### config.mk
export PLATFORM = sky130hd
export DESIGN_NAME = balanced_slot_encoder
export DESIGN_NICKNAME = d
export VERILOG_FILES = /design/src/rtl/bse_pkg.sv /design/src/rtl/ham_ext_encoder.sv /design/src/rtl/slot_sequencer.sv /design/src/rtl/slot_mapper.sv /design/src/rtl/balanced_slot_encoder.sv
export SDC_FILE = /design/constraint.sdc
export NUM_CORES = 1
export LEC_CHECK = 0
export BUFFER_PORTS_ARGS = -buffer_cell sky130_fd_sc_hd__buf_4
export CAP_MARGIN = 20
export CORE_MARGIN = 3
export CORE_UTILIZATION = 57
export DETAILED_ROUTE_END_ITERATION = 8
export HOLD_SLACK_MARGIN = 0.1
export PLACE_DENSITY = 0.77
export REMOVE_ABC_BUFFERS = 1
export SYNTH_ARGS = -nofsm -noshare
export SYNTH_HDL_FRONTEND = slang
export SYNTH_SLANG_ARGS = --single-unit
### constraint.sdc
create_clock -name clk -period 2.3 [get_ports clk]
set_input_delay 0.345 -clock clk [delete_from_list [all_inputs] [get_ports clk]]
set_output_delay 0.345 -clock clk [all_outputs]
set_load 0.03 [all_outputs]
### src/rtl/bse_pkg.sv
package bse_pkg;

    localparam int SLOT_COUNT = 24;
    localparam int IDX_W      = $clog2(SLOT_COUNT);
    localparam int PAYLOAD_W  = 4;
    localparam int HAM_N      = 7;
    localparam int CODE_W     = HAM_N + 1;

    typedef enum logic [1:0] {
        ST_IDLE,
        ST_HEAD,
        ST_BODY,
        ST_TAIL
    } seq_state_t;

    typedef enum logic [2:0] {
        ROLE_ONE,
        ROLE_ZERO,
        ROLE_CODE,
        ROLE_CODE_INV,
        ROLE_AUX,
        ROLE_AUX_INV
    } slot_role_t;

    // Role of each slot within the symbol; the layout is what a receiver decodes.
    function automatic slot_role_t role_of(input int unsigned s);
        case (s)
            0, 12, 23:                        role_of = ROLE_ONE;
            5, 11, 18:                        role_of = ROLE_ZERO;
            6:                                role_of = ROLE_AUX;
            17:                               role_of = ROLE_AUX_INV;
            1, 3, 7, 9, 13, 15, 19, 21:       role_of = ROLE_CODE;
            default:                          role_of = ROLE_CODE_INV;
        endcase
    endfunction

    // Index of the coded bit carried by a code slot or its inverse partner.
    function automatic int unsigned code_sel(input int unsigned s);
        case (s)
            1, 2:    code_sel = 0;
            3, 4:    code_sel = 1;
            7, 8:    code_sel = 2;
            9, 10:   code_sel = 3;
            13, 14:  code_sel = 4;
            15, 16:  code_sel = 5;
            19, 20:  code_sel = 6;
            21, 22:  code_sel = 7;
            default: code_sel = 0;
        endcase
    endfunction

endpackage

### src/rtl/ham_ext_encoder.sv
module ham_ext_encoder
    import bse_pkg::*;
(
    input  logic [PAYLOAD_W-1:0] data_i,
    output logic [CODE_W-1:0]    code_o
);

    localparam int PAR_BITS = $clog2(HAM_N + 1);

    logic [HAM_N:1] pos;

    always_comb begin
        int unsigned di;
        pos = '0;
        di  = 0;
        // Data fills the non-power-of-two positions in ascending order.
        for (int unsigned p = 1; p <= HAM_N; p++) begin
            if ((p & (p - 1)) != 0) begin
                pos[p] = data_i[di];
                di++;
            end
        end
        // Each check bit covers the positions sharing its index bit.
        for (int unsigned k = 0; k < PAR_BITS; k++) begin
            logic acc;
            acc = 1'b0;
            for (int unsigned p = 1; p <= HAM_N; p++) begin
                if (((p >> k) & 1) == 1 && (p & (p - 1)) != 0)
                    acc ^= pos[p];
            end
            pos[1 << k] = acc;
        end
        code_o[HAM_N-1:0] = pos[HAM_N:1];
        code_o[HAM_N]     = ^pos[HAM_N:1];
    end

endmodule

### src/rtl/slot_sequencer.sv
module slot_sequencer
    import bse_pkg::*;
(
    input  logic             clk,
    input  logic             rst_n,
    input  logic             adv_i,
    output seq_state_t       state_o,
    output logic [IDX_W-1:0] idx_o,
    output logic             load_o
);

    localparam logic [IDX_W-1:0] IDX_PRE_TAIL = IDX_W'(SLOT_COUNT - 2);
    localparam logic [IDX_W-1:0] IDX_ONE      = IDX_W'(1);

    seq_state_t       state_q, state_n;
    logic [IDX_W-1:0] idx_q, idx_n;

    always_ff @(posedge clk or negedge rst_n) begin
        if (!rst_n) begin
            state_q <= ST_IDLE;
            idx_q   <= '0;
        end else begin
            state_q <= state_n;
            idx_q   <= idx_n;
        end
    end

    always_comb begin
        state_n = state_q;
        idx_n   = idx_q;
        unique case (state_q)
            ST_IDLE: begin
                if (adv_i) begin
                    state_n = ST_HEAD;
                    idx_n   = '0;
                end
            end
            ST_HEAD: begin
                if (adv_i) begin
                    state_n = ST_BODY;
                    idx_n   = IDX_ONE;
                end
            end
            ST_BODY: begin
                if (adv_i) begin
                    idx_n = idx_q + IDX_ONE;
                    if (idx_q == IDX_PRE_TAIL)
                        state_n = ST_TAIL;
                end
            end
            ST_TAIL: begin
                if (adv_i) begin
                    state_n = ST_HEAD;
                    idx_n   = '0;
                end
            end
            default: begin
                state_n = ST_IDLE;
                idx_n   = '0;
            end
        endcase
    end

    always_comb begin
        state_o = state_q;
        idx_o   = idx_q;
        load_o  = adv_i && (state_q == ST_IDLE || state_q == ST_TAIL);
    end

endmodule

### src/rtl/slot_mapper.sv
module slot_mapper
    import bse_pkg::*;
(
    input  logic [IDX_W-1:0]  idx_i,
    input  logic [CODE_W-1:0] code_i,
    input  logic              aux_i,
    output logic              bit_o
);

    logic [SLOT_COUNT-1:0] slot_bits;

    for (genvar s = 0; s < SLOT_COUNT; s++) begin : g_slot
        localparam slot_role_t ROLE = role_of(s);
        localparam int unsigned SEL = code_sel(s);
        if (ROLE == ROLE_ONE) begin : g_one
            assign slot_bits[s] = 1'b1;
        end else if (ROLE == ROLE_ZERO) begin : g_zero
            assign slot_bits[s] = 1'b0;
        end else if (ROLE == ROLE_AUX) begin : g_aux
            assign slot_bits[s] = aux_i;
        end else if (ROLE == ROLE_AUX_INV) begin : g_auxn
            assign slot_bits[s] = ~aux_i;
        end else if (ROLE == ROLE_CODE) begin : g_code
            assign slot_bits[s] = code_i[SEL];
        end else begin : g_coden
            assign slot_bits[s] = ~code_i[SEL];
        end
    end

    always_comb begin
        bit_o = 1'b0;
        if (int'(idx_i) < SLOT_COUNT)
            bit_o = slot_bits[idx_i];
    end

endmodule

### src/rtl/balanced_slot_encoder.sv
module balanced_slot_encoder
    import bse_pkg::*;
(
    input  logic       clk,
    input  logic       rst_n,
    input  logic       slot_adv,
    input  logic [3:0] sig_in,
    input  logic       aux_in,
    output logic       slot_out,
    output logic       sym_start
);

    seq_state_t        seq_state;
    logic [IDX_W-1:0]  seq_idx;
    logic              cap_load;
    logic [CODE_W-1:0] code_now;
    logic [CODE_W-1:0] code_q;
    logic              aux_q;
    logic              map_bit;

    slot_sequencer u_seq (
        .clk     (clk),
        .rst_n   (rst_n),
        .adv_i   (slot_adv),
        .state_o (seq_state),
        .idx_o   (seq_idx),
        .load_o  (cap_load)
    );

    ham_ext_encoder u_ham (
        .data_i (sig_in),
        .code_o (code_now)
    );

    always_ff @(posedge clk or negedge rst_n) begin
        if (!rst_n) begin
            code_q <= '0;
            aux_q  <= 1'b0;
        end else if (cap_load) begin
            code_q <= code_now;
            aux_q  <= aux_in;
        end
    end

    slot_mapper u_map (
        .idx_i  (seq_idx),
        .code_i (code_q),
        .aux_i  (aux_q),
        .bit_o  (map_bit)
    );

    always_comb begin
        slot_out  = (seq_state != ST_IDLE) && map_bit;
        sym_start = (seq_state == ST_HEAD);
    end

endmodule

==> metrics.md <==
| Metric | Value |
|---|---|
| Least-Margin Pin Slew | 0.463 ns |
| Final min period | 2.20 ns |
| # IOs | 10 |
| Die X | 48.2 um |
| Critical path origin | u_seq.idx_o[0] |
| Via Count | 760 |
| Reg2reg end | u_seq.state_o[1] |
| Reg-to-reg startpoint | u_seq.state_o[0] |
| TNS Setup | 0 ns |
| Rel. slew slack | 0.691 |
| Crit Path Class | flip-flop to output pin |
| Die Y | 48.2 um |
| Min-Delay Path Depth | 2 |
| Area delta synth->final | 12.6% |
| Fin crit share | 0.956 |
| Worst Setup End Kind | output pin |
| Critical Path Sink | slot_out |
| Hold Fails Final Rpt | 0 |
| Yosys reg bits | 16 |
| Largest net degree at the start of global routing | 17 |
| Mapped Cells | 98 |
| Diode count | 0 |
| Total grt overflow | 0 |
| Initial Util | 0.637 |
| HP Class | primary input to flip-flop |
| Placed cell areas | 1080 um^2 |
| Average wire per standard cell | 14.6 um |
| Vias in the first global route | 687 |
| Reg clk slew, reported paths | 0.10 ns |
| R2r worst-path depth | 6 |
| First-pass DRT Iterations | 4 |
| Final setup viols | 0 |
| H-tree depth | 1 |
| Total number of yosys warnings | 0 |
| DRC viols | 0 |
| CTS tree | done |
| Buffers added on ports | 9 |
| FP Rows | 14 |
| Tot GR Track Use | 0.184 |
| Total wire length | 1930 um |
| Placed wire-length estimate | 1430 um |
| Sequential area share after synthesis | 0.394 |
| R2R setup slack | 0.51 ns |
| DRT iter0 DRCs | 6 |
| Mapped Area | 1020 um^2 |
| Status | finished, final reports clean |
| Pleak | 0.506 nW |
| Share of cells above drive strength 1 | 0.287 |
| Clock buffer depth | 2 |
| PwrDens | 1290 nW/um^2 |
| Gpl congestion | 0.850 |
| Max-cap violations | 0 |
| Crit start category | flip-flop |
| Distinct cell type count after synthesis | 35 |
| Vias per inst | 5.76 |
| Utilization after layout | 0.717 |
| Final nets | 122 |
| CTS Root Cell | clkbuf_4 |
| Peak supply drop | 0.767 mV |
| RSZ-0062 raised after global routing | false |
| Finished Cell Area | 1140 um^2 |
| # clock sinks | 16 |
| Cts bufs inserted | 3 |
| Clk_skew | 0.000860 ns |
| Worst Path Max Fanout | 12 |
| First-pass GRT wire length | 2970 um |
| Worst skew pair latency | 0.28 ns |
| Critical Path RT | 1.96 ns |
| CORE AREA | 1590 um^2 |
| Die area | 2330 um^2 |
| Highest Clock Rate | 455 MHz |
| Max Slew Vio Count | 0 |
| ANT nets after route | 0 |
| Data arrival time of the critical path | 1.85 ns |
| Initial antenna violation count | 0 |
| Syn Area/Cell | 10.4 um^2 |
how the worst min path moves through the flow:
stage                     endpoint    from
floorplan                    aux_q   rst_n
global placement    u_seq.idx_o[4]   rst_n
detailed placement  u_seq.idx_o[3]   rst_n
CTS                          aux_q  aux_in
global route                 aux_q  aux_in
finish                       aux_q  aux_in
cell usage after synthesis:
cell	instances	share of area
dfrtp_1	16	0.39
mux2_2	8	0.089
nand2_1	7	0.026
o21ai_0	7	0.034
ha_1	5	0.062
inv_1	4	0.015
mux2i_1	4	0.039
nand3_1	4	0.020
xnor2_1	4	0.034
buf_2	3	0.015
nor2_1	3	0.011
o31ai_1	3	0.022
a21oi_1	2	0.0099
a31oi_1	2	0.012
nand2b_1	2	0.012
nand3b_1	2	0.015
nor2b_1	2	0.012
o2111ai_1	2	0.017
xor2_1	2	0.017
a211o_1	1	0.0086
a211oi_1	1	0.0074
a21o_4	1	0.015
a22o_2	1	0.0099
a311oi_1	1	0.0086
buf_1	1	0.0037
buf_6	1	0.011
clkbuf_1	1	0.0037
mux2_4	1	0.015
nand4b_1	1	0.0086
o21ba_1	1	0.0099
o221a_2	1	0.011
o221ai_1	1	0.0086
or2_2	1	0.0062
or2b_1	1	0.0074
or3b_2	1	0.0086
registers in the layout (all words and copies together), names as in the netlist:
register	cells
aux_q	1
code_q	8
u_seq.idx_o	5
u_seq.state_o	2
cells in the final DEF (no fill, tap or decap), types with 2 or more instances in the layout:
cell / Yosys / routed
a21oi_1: 2 / 2
a31oi_1: 2 / 2
buf_4: 0 / 11
clkbuf_4: 0 / 3
dfrtp_1: 16 / 14
dfrtp_2: 0 / 2
ha_1: 5 / 5
inv_1: 4 / 4
mux2_2: 8 / 8
mux2i_1: 4 / 4
nand2_1: 7 / 7
nand2b_1: 2 / 2
nand3_1: 4 / 4
nand3b_1: 2 / 2
nor2_1: 3 / 3
nor2b_1: 2 / 2
o2111ai_1: 2 / 2
o21ai_0: 7 / 7
o31ai_1: 3 / 3
xnor2_1: 4 / 4
xor2_1: 2 / 2
layer usage:
layer | vias to the layer above | routed length, um | track usage
li1 | 373 | - | -
met3 | 2 | 54 | 0.0332
met1 | 375 | 928 | 0.255
met4 | 0 | 14 | 0.0591
met2 | 10 | 935 | 0.289
met5 | - | 0 | 0
area by class of cell:
type,count,area [um^2]
Multi-Input combinational cell,72,567
Fill cell,123,450
Sequential cell,16,403
Timing Repair Buffer,12,92.6
Clock buffer,4,36.3
Tap cell,24,30.0
Inverter,4,15.0
cells by family (layout without fill, tap and decap cells):
| logic type | Yosys count | after routing | share of synthesized area |
|---|---|---|---|
| compound gates | 24 | 24 | 0.175 |
| mux | 13 | 13 | 0.143 |
| flops | 16 | 16 | 0.394 |
| simple gates | 24 | 24 | 0.127 |
| buf+inv | 10 | 20 | 0.0480 |
| fa+ha+maj | 5 | 5 | 0.0616 |
| xor+xnor | 6 | 6 | 0.0517 |
worst max-delay path, stage by stage, from the launching register on:
cell      delay (ns)
dfrtp_2         0.49
mux2_2          0.36
a311oi_1        0.30
o221a_2         0.23
a211oi_1        0.04
buf_4           0.17
where the power goes:
part / leakage [nW] / switching [mW] / internal (mW) / total, mW
clock network: 0.0210 / 0.0891 / 0.0961 / 0.185
registers: 0.195 / 0.137 / 0.401 / 0.538
logic: 0.289 / 0.355 / 0.396 / 0.752
through the flow:
| stage | setup slack, ns | power (mW) | cells | hold WS (ns) |
|---|---|---|---|---|
| after detailed placement | 0.268 | 1.26 | 125 | 0.219 |
| after global routing | 0.00784 | 1.58 | 132 | 0.295 |
| after floorplan | 0.0158 | 1.07 | 92 | 0.0494 |
| after global placement | 0.345 | 1.22 | 125 | 0.217 |
| after CTS | 0.0700 | 1.44 | 130 | 0.309 |
| final | 0.102 | 1.47 | 132 | 0.310 |
timing repair:
item	4_1_cts	5_1_grt
gates cloned	0	0
resized for setup	1	1
endpoints found under the setup margin	1	1
hold endpoints to repair	16	0
hold buffers	1	0
setup buffers	0	2
(Power assumes the default switching activity.)
